<file path="config.mk">
export PLATFORM = sky130hd
export DESIGN_NAME = tri_mode_irq_timer
export DESIGN_NICKNAME = d
export VERILOG_FILES = /design/src/rtl/tmt_pkg.sv /design/src/rtl/tmt_ctrl_reg.sv /design/src/rtl/tmt_countdown.sv /design/src/rtl/tmt_deadline.sv /design/src/rtl/tri_mode_irq_timer.sv
export SDC_FILE = /design/constraint.sdc
export NUM_CORES = 1
export LEC_CHECK = 0
export BUFFER_PORTS_ARGS = -buffer_cell sky130_fd_sc_hd__buf_4
export CORE_UTILIZATION = 40
export DETAILED_ROUTE_END_ITERATION = 12
export GPL_TIMING_DRIVEN = 0
export HOLD_SLACK_MARGIN = 0.05
export PLACE_DENSITY = 0.75
export SETUP_SLACK_MARGIN = 0.1
export SYNTH_ARGS = -nofsm -noshare
export SYNTH_HDL_FRONTEND = slang
export SYNTH_SLANG_ARGS = --single-unit
</file>
<file path="constraint.sdc">
create_clock -name clk -period 3.7 [get_ports clk]
set_input_delay 0.185 -clock clk [delete_from_list [all_inputs] [get_ports clk]]
set_output_delay 0.185 -clock clk [all_outputs]
set_load 0.02 [all_outputs]
</file>
<file path="src/rtl/tmt_pkg.sv">
package tmt_pkg;
  typedef enum logic [1:0] {
    MODE_ONESHOT  = 2'b00,
    MODE_PERIODIC = 2'b01,
    MODE_DEADLINE = 2'b10,
    MODE_RSVD     = 2'b11
  } tmr_mode_e;

  typedef enum logic [1:0] {
    ADDR_CTRL = 2'd0,
    ADDR_INIT = 2'd1,
    ADDR_CUR  = 2'd2,
    ADDR_DIV  = 2'd3
  } reg_addr_e;

  localparam int CTRL_MASK_BIT = 16;
  localparam int CTRL_MODE_LO  = 17;
  localparam int VEC_W         = 8;
endpackage

</file>
<file path="src/rtl/tmt_ctrl_reg.sv">
module tmt_ctrl_reg
  import tmt_pkg::*;
#(
  parameter int DATA_W = 32
) (
  input  logic             clk,
  input  logic             rst,
  input  logic             wr_en,
  input  logic [VEC_W-1:0] wr_vector,
  input  logic             wr_mask,
  input  logic [1:0]       wr_mode,
  input  logic             dl_supported,
  input  logic             sw_enable,
  output logic [VEC_W-1:0] vector,
  output logic             masked,
  output tmr_mode_e        mode,
  output logic             mode_change,
  output logic [DATA_W-1:0] rd_word
);
  tmr_mode_e  next_mode;
  logic       next_mask;

  // Bit 18 of the mode is only writable when deadline mode is supported
  assign next_mode   = tmr_mode_e'({wr_mode[1] & dl_supported, wr_mode[0]});
  assign next_mask   = wr_mask | ~sw_enable;
  assign mode_change = wr_en && (next_mode != mode);

  always_ff @(posedge clk) begin
    if (rst) begin
      vector <= '0;
      masked <= 1'b1;
      mode   <= MODE_ONESHOT;
    end else if (wr_en) begin
      vector <= wr_vector;
      masked <= next_mask;
      mode   <= next_mode;
    end
  end

  always_comb begin
    rd_word = '0;
    rd_word[VEC_W-1:0]                    = vector;
    rd_word[CTRL_MASK_BIT]                = masked;
    rd_word[CTRL_MODE_LO+1:CTRL_MODE_LO]  = mode;
  end

  p_mode_hi_blocked_r2: assert property (@(posedge clk) disable iff (rst)
    (wr_en && !dl_supported) |=> (mode[1] == 1'b0))
    else $error("R2: mode bit 18 stored while deadline unsupported");

  p_sw_off_masks_r3: assert property (@(posedge clk) disable iff (rst)
    (wr_en && !sw_enable) |=> masked)
    else $error("R3: mask not forced while software-disabled");
endmodule

</file>
<file path="src/rtl/tmt_countdown.sv">
module tmt_countdown
  import tmt_pkg::*;
#(
  parameter int CNT_W      = 32,
  parameter int DIV_SEL_W  = 3,
  parameter int MIN_PERIOD = 16
) (
  input  logic                 clk,
  input  logic                 rst,
  input  tmr_mode_e            mode,
  input  logic                 cancel,
  input  logic                 init_wr,
  input  logic [CNT_W-1:0]     init_wdata,
  input  logic                 div_wr,
  input  logic [DIV_SEL_W-1:0] div_wdata,
  output logic [CNT_W-1:0]     init_q,
  output logic [CNT_W-1:0]     cnt_q,
  output logic [DIV_SEL_W-1:0] div_q,
  output logic                 armed,
  output logic                 fire
);
  localparam int PRE_W  = (1 << DIV_SEL_W) - 1;
  localparam int PRE_W1 = PRE_W + 1;
  localparam int GAP_W  = $clog2(MIN_PERIOD) + 1;
  localparam logic [GAP_W-1:0] GAP_MAX = GAP_W'(MIN_PERIOD - 1);

  logic [PRE_W-1:0] presc_q;
  logic [PRE_W:0]   pow;
  logic [PRE_W-1:0] lim;
  logic [GAP_W-1:0] gap_q;
  logic             live, init_take, tick, cnt_hit, gap_ok, expire;

  assign live      = (mode == MODE_ONESHOT) || (mode == MODE_PERIODIC);
  assign init_take = init_wr && (mode != MODE_DEADLINE);
  assign pow       = PRE_W1'(1) << div_q;
  assign lim       = PRE_W'(pow - 1'b1);
  assign tick      = armed && (presc_q >= lim) && (cnt_q != '0);
  assign cnt_hit   = armed && ((tick && cnt_q == CNT_W'(1)) || cnt_q == '0);
  // Periodic expiries wait until the minimum period has elapsed
  assign gap_ok    = (mode != MODE_PERIODIC) || (gap_q >= GAP_MAX);
  assign expire    = cnt_hit && gap_ok;
  assign fire      = expire && !cancel && !init_take;

  always_ff @(posedge clk) begin
    if (rst) begin
      init_q  <= '0;
      cnt_q   <= '0;
      div_q   <= '0;
      presc_q <= '0;
      gap_q   <= '0;
      armed   <= 1'b0;
    end else begin
      if (div_wr) div_q <= div_wdata;
      if (armed && gap_q != GAP_MAX) gap_q <= gap_q + 1'b1;

      if (cancel) begin
        armed <= 1'b0;
      end else if (init_take) begin
        init_q  <= init_wdata;
        cnt_q   <= init_wdata;
        presc_q <= '0;
        gap_q   <= '0;
        armed   <= (init_wdata != '0) && live;
      end else if (fire) begin
        presc_q <= '0;
        if (mode == MODE_PERIODIC) begin
          cnt_q <= init_q;
          gap_q <= '0;
        end else begin
          cnt_q <= '0;
          armed <= 1'b0;
        end
      end else if (tick) begin
        presc_q <= '0;
        cnt_q   <= cnt_q - 1'b1;
      end else if (armed && cnt_q != '0) begin
        presc_q <= presc_q + 1'b1;
      end
    end
  end

  p_cnt_within_init_r5: assert property (@(posedge clk) disable iff (rst)
    armed |-> (cnt_q <= init_q))
    else $error("R5: running count above initial count");

  p_oneshot_stops_r5: assert property (@(posedge clk) disable iff (rst)
    (fire && mode == MODE_ONESHOT) |=> (!armed && cnt_q == '0))
    else $error("R5: one-shot kept running after expiry");

  p_zero_init_idle_r6: assert property (@(posedge clk) disable iff (rst)
    (init_take && !cancel && init_wdata == '0) |=> !armed)
    else $error("R6: zero initial count armed the timer");

  p_periodic_reload_r7: assert property (@(posedge clk) disable iff (rst)
    (fire && mode == MODE_PERIODIC) |=> (armed && cnt_q == $past(init_q)))
    else $error("R7: periodic expiry did not reload");
endmodule

</file>
<file path="src/rtl/tmt_deadline.sv">
module tmt_deadline
  import tmt_pkg::*;
#(
  parameter int TS_W = 64
) (
  input  logic            clk,
  input  logic            rst,
  input  tmr_mode_e       mode,
  input  logic            cancel,
  input  logic            wr,
  input  logic [TS_W-1:0] wdata,
  input  logic [TS_W-1:0] tsc,
  output logic [TS_W-1:0] rd_word,
  output logic            armed,
  output logic            fire
);
  logic [TS_W-1:0] dl_q;
  logic            live, take;

  assign live    = (mode == MODE_DEADLINE);
  assign take    = wr && live;
  // A new deadline write supersedes an expiry in the same cycle
  assign fire    = armed && (tsc >= dl_q) && !cancel && !take;
  assign rd_word = live ? dl_q : '0;

  always_ff @(posedge clk) begin
    if (rst) begin
      dl_q  <= '0;
      armed <= 1'b0;
    end else if (cancel) begin
      dl_q  <= '0;
      armed <= 1'b0;
    end else if (take) begin
      dl_q  <= wdata;
      armed <= (wdata != '0);
    end else if (fire) begin
      dl_q  <= '0;
      armed <= 1'b0;
    end
  end

  p_fire_clears_r12: assert property (@(posedge clk) disable iff (rst)
    fire |=> (!armed && dl_q == '0))
    else $error("R12: deadline not cleared after firing");

  p_idle_outside_r10: assert property (@(posedge clk) disable iff (rst)
    !live |-> !armed)
    else $error("R10: deadline armed outside deadline mode");

  p_zero_disarms_r11: assert property (@(posedge clk) disable iff (rst)
    (take && !cancel && wdata == '0) |=> !armed)
    else $error("R11: zero deadline left timer armed");
endmodule

</file>
<file path="src/rtl/tri_mode_irq_timer.sv">
module tri_mode_irq_timer
  import tmt_pkg::*;
#(
  parameter int DATA_W     = 32,
  parameter int DIV_SEL_W  = 3,
  parameter int MIN_PERIOD = 16,
  parameter int TS_W       = 64
) (
  input  logic              clk,
  input  logic              rst,
  input  logic              dl_supported,
  input  logic              sw_enable,
  input  logic              reg_wr,
  input  logic [1:0]        reg_addr,
  input  logic [DATA_W-1:0] reg_wdata,
  output logic [DATA_W-1:0] reg_rdata,
  input  logic              dl_wr,
  input  logic [TS_W-1:0]   dl_wdata,
  output logic [TS_W-1:0]   dl_rdata,
  input  logic [TS_W-1:0]   tsc,
  output logic              irq_valid,
  output logic [VEC_W-1:0]  irq_vector
);
  localparam int CNT_W = DATA_W;

  logic              ctrl_wr, init_wr, div_wr, mode_change, masked;
  logic [VEC_W-1:0]  vector;
  tmr_mode_e         mode;
  logic [DATA_W-1:0] ctrl_word;
  logic [CNT_W-1:0]  init_q, cnt_q;
  logic [DIV_SEL_W-1:0] div_q;
  logic              cd_armed, cd_fire, dl_armed, dl_fire;
  logic [TS_W-1:0]   dl_word;

  assign ctrl_wr = reg_wr && (reg_addr == ADDR_CTRL);
  assign init_wr = reg_wr && (reg_addr == ADDR_INIT);
  assign div_wr  = reg_wr && (reg_addr == ADDR_DIV);

  tmt_ctrl_reg #(.DATA_W(DATA_W)) u_ctrl (
    .clk(clk), .rst(rst), .wr_en(ctrl_wr),
    .wr_vector(reg_wdata[VEC_W-1:0]),
    .wr_mask(reg_wdata[CTRL_MASK_BIT]),
    .wr_mode(reg_wdata[CTRL_MODE_LO+1:CTRL_MODE_LO]),
    .dl_supported(dl_supported), .sw_enable(sw_enable),
    .vector(vector), .masked(masked), .mode(mode),
    .mode_change(mode_change), .rd_word(ctrl_word)
  );

  tmt_countdown #(.CNT_W(CNT_W), .DIV_SEL_W(DIV_SEL_W), .MIN_PERIOD(MIN_PERIOD)) u_cd (
    .clk(clk), .rst(rst), .mode(mode), .cancel(mode_change),
    .init_wr(init_wr), .init_wdata(reg_wdata),
    .div_wr(div_wr), .div_wdata(reg_wdata[DIV_SEL_W-1:0]),
    .init_q(init_q), .cnt_q(cnt_q), .div_q(div_q),
    .armed(cd_armed), .fire(cd_fire)
  );

  tmt_deadline #(.TS_W(TS_W)) u_dl (
    .clk(clk), .rst(rst), .mode(mode), .cancel(mode_change),
    .wr(dl_wr), .wdata(dl_wdata), .tsc(tsc),
    .rd_word(dl_word), .armed(dl_armed), .fire(dl_fire)
  );

  always_ff @(posedge clk) begin
    if (rst) begin
      irq_valid  <= 1'b0;
      irq_vector <= '0;
      reg_rdata  <= '0;
      dl_rdata   <= '0;
    end else begin
      irq_valid  <= (cd_fire || dl_fire) && !masked;
      irq_vector <= vector;
      dl_rdata   <= dl_word;
      case (reg_addr)
        ADDR_CTRL: reg_rdata <= ctrl_word;
        ADDR_INIT: reg_rdata <= init_q;
        ADDR_CUR:  reg_rdata <= (mode == MODE_DEADLINE) ? '0 : cnt_q;
        default:   reg_rdata <= DATA_W'(div_q);
      endcase
    end
  end

  p_switch_cancels_r4: assert property (@(posedge clk) disable iff (rst)
    mode_change |=> (!cd_armed && !dl_armed))
    else $error("R4: mode switch left a timer armed");

  p_masked_quiet_r13: assert property (@(posedge clk) disable iff (rst)
    irq_valid |-> !$past(masked))
    else $error("R13: interrupt raised while masked");

  p_one_source_r1: assert property (@(posedge clk) disable iff (rst)
    !(cd_fire && dl_fire))
    else $error("R1: countdown and deadline fired together");
endmodule

</file>
==> impl_results.md <==
* Setup crit start kind: flip-flop
* Total power of the final layout at 0.007241 W
* CTS tree: done
* Initial Utilization at 0.4091
* Setup WS post-layout at 0.05182 ns
* Worst skew pair latency at 0.55 ns
* Synth Area in XOR/XNOR at 0.02368
* Most common cell after layout, fill and taps aside: buf_4
* Met2 Usage GRT at 0.4555
* Unrepaired setup endpoints after global routing: yes
* Detailed Route WL at 41.93 mm
* Antenna violations before repair at 1
* Endpoints failing hold at 0
* CP max stage delay at 0.48 ns
* Data arrival, critical path at 4.07 ns
* Reg-to-reg startpoint: u_cd.div_q[1]$_SDFFE_PP0P_
* Synth unique cells at 59
* Slowest cell on crit path: or4b_4
* Mean Syn Cell Area at 8.703 um^2
* Worst Hold Class: input pin to flip-flop
* Worst endpoint required time at 4.12 ns
* Max Cap Viol at 0
* First-pass iteration count of the detailed router at 6
* Peak VDD IR at 308.3 uV
* Synth Flop Type: dfxtp_1
* Commonest non-fill, non-tap cells in the layout: 284 x buf_4, 258 x dfxtp_1, 125 x nor2_1, 121 x nand2_1, 101 x dlygate4sd3_1
* Crit. Startpoint: u_cd.div_q[1]$_SDFFE_PP0P_
* Area grow syn2layout at 40.76%
* GR Util All Layers at 0.2664
* CP Max Fanout at 6
* DRC errors left at 0
* Status: finished clean
* Mapped Area at 11,840 um^2
* Die Y at 174.0 um
* Final worst path period share at 0.9860
* Total congestion overflow at 0
* WS Path Type: flip-flop to flip-flop
* 1st-iter DRT viols at 1,226
* Slew margin rel. at 0.4059
* Vias/cell at 5.687
* Routed via count at 12,390
* Final Max Tran Viols at 0
* Post-Synth Simple-Gate Area at 0.2030
* PwrDens at 434.6 nW/um^2
* DP Area at 14,350 um^2
* H-tree depth at 1
* Seq cells post-synth at 261
* Post-synth EDFFs at 0
* Dpl hpwl at 29.75 mm
* Clock root cell: clkbuf_16
* Longest Clk Path Bufs at 3
* Compound-gate portion of the synthesized area at 0.1852
* Boundary pin count at 273
* Vias in the first global route at 12,140
* Horiz. Die Dim at 174.0 um
* Post-route cell area at 16,660 um^2
* Clock Pin Slew Worst Setup and Hold Paths at 0.06 ns
* Row count at 62
* Slew at the pin closest to its max-slew limit at 0.8879 ns
* Core box area at 28,940 um^2
* Fraction of layout cells with a size suffix above 1 at 0.2101
* Ys Warns at 0
* Cells after Synth at 1,360
* Synth Area in Adders at 0.08245
* GRT met3 Usage at 0.05293
* Detail Route Antenna Nets at 0
* Min Clock Period, post-route at 3.648 ns
* Mux share of post-synthesis cell area at 0.01015
* Leakage at 6.770 nW
* GPL Wtd Cong at 0.9595
* Worst Clk Skew at 0.01452 ns
* Max Fclk at 0.2741 GHz
* Avg WL per Cell at 19.24 um
* Final Setup Violations at 0
* Critical Path End Type: flip-flop
* Total CTS buffers at 28
* Register area share after synthesis at 0.4414
* Port buffer count at 271
* Synthesized Nets at 1,606
* Worst-path cell chain: or3_4 > ha_4 > buf_6 > xor2_1 > nor2_1 > a21oi_2 > ha_1 > o2111ai_2 > o21ai_2 > or4b_4 > buf_6 > a31o_4 > buf_6 > o31ai_1 > a21oi_2
* GR Util met1 at 0.3214
* First-pass GRT wire length at 64.65 mm
* Hold Startpoint: reg_addr[1]
* Async SR Flop Fraction at 0
* Die area at 30,280 um^2
* Largest net degree at the start of global routing at 14
* Largest family of logic cells by synthesized area: simple AND/OR/NAND/NOR gates
* Final #Nets at 2,020
* Dpl ws at -0.6504 ns
* CP most frequent cell: buf_6
* Clk sinks at 261
* Most crowded layer after global routing: met2
-- cells in the mapped netlist (all sizes together) (7+ instances only) --
library cell  count  area share
o21ai            53       0.022
and3             27       0.014
dfxtp           261        0.44
nor4             43       0.024
nor2            125       0.040
nand2           121       0.038
ha               78       0.082
a22oi            22       0.014
nor2b            17      0.0090
nor3             76       0.032
a22o             64       0.047
o211ai           11      0.0070
a211oi            9      0.0057
nand4            20       0.011
nand2b            8      0.0042
clkbuf           80       0.025
a311oi           28       0.021
or4              10      0.0063
a21o             17       0.011
inv              75       0.024
mux2i            12       0.010
buf              13      0.0050
xor2              7      0.0052
nand3            10      0.0042
xnor2            25       0.018
a21oi            91       0.039
or3              10      0.0057
-- path summary, 6_finish.rpt --
check / to / slack, ns / cells after the start
worst min-delay path: u_ctrl.masked$_SDFFE_PP1P_ / 0.14 / 5
worst max register to register: u_cd.presc_q[6]$_SDFFE_PP0P_ / 0.05 / 15
worst min register to register: irq_valid$_SDFF_PP0_ / 0.46 / 2
worst max-delay path: u_cd.presc_q[6]$_SDFFE_PP0P_ / 0.05 / 15
-- metrics by stage --
stage	instances	TNS, ns	hold WS (ns)	util
floorplan	1360	0	0.3179	-
CTS	2171	0	0.1244	0.5703
detailed placement	2015	-21.12	0.4140	0.4960
finish	2179	0	0.1435	0.5758
global route	2179	-0.03937	0.1673	0.5758
global placement	2015	-16.83	0.4113	0.4960
-- repair_timing --
action	4_1_cts	5_1_grt
gates resized for setup	28	37
setup endpoints to repair	45	44
buffers inserted	8	6
gates cloned	0	1
pin swaps	6	18
hold buffers	101	0
hold endpoints to repair	138	0
-- layout make-up --
class                   instances  area [um^2]
plain buffers                  90        402.9
multi-input cells             931         6091
inverters                      75        281.5
well taps                     384        480.5
repair buffers                387         3166
flip-flops and latches        261         5234
fillers                      2440        12270
diodes                          1        2.502
clock buffers                  41        830.8
clock inverters                 9        172.7
-- kinds of logic (layout without fill, tap and decap cells) --
| group | Yosys count | after routing |
|---|---|---|
| and+or+nand+nor | 488 | 488 |
| AOI/OAI and AO/OA | 321 | 321 |
| DFF | 261 | 261 |
| buffers and inverters | 168 | 602 |
| adders and majority gates | 78 | 78 |
| xor gates and xnor gates | 32 | 32 |
| muxes | 12 | 12 |
| other | 0 | 1 |
-- critical path, delay by kind of cell (launching register included) --
kind	cells	cell delay, ns
adder cells (fa/ha/maj)	2	0.48
buffers and inverters	3	0.40
AO/OA/AOI/OAI	6	1.13
flip-flops	1	0.35
AND/OR/NAND/NOR	3	1.02
XOR/XNOR	1	0.14
-- per-layer routing --
layer / up-vias / share of wire / routed length (um)
met3: 156 / 0.093 / 3918
met4: 0 / 0.051 / 2119
met2: 768 / 0.47 / 19800
met5: - / 0 / 0
li1: 5715 / - / -
met1: 5754 / 0.38 / 16080
-- power by group --
group	total, W	internal (W)	leakage [nW]	switching (W)
registers	0.00295	0.00288	2.11	0.0000720
clock network	0.00305	0.00189	0.490	0.00116
logic	0.00124	0.000556	4.17	0.000685
total	0.00724	0.00533	6.77	0.00191
-- flip-flops by register name (all words and copies together), names as in the netlist --
register       flops
u_cd.cnt_q        32
u_cd.init_q       32
u_ctrl.mode        2
u_cd.gap_q         5
dl_rdata          64
u_cd.armed         1
u_cd.presc_q       7
u_dl.armed         1
irq_valid          1
u_ctrl.vector      8
reg_rdata         32
u_cd.div_q         3
u_ctrl.masked      1
irq_vector         8
u_dl.dl_q         64
Note: power is estimated with default switching activity, not from simulation.
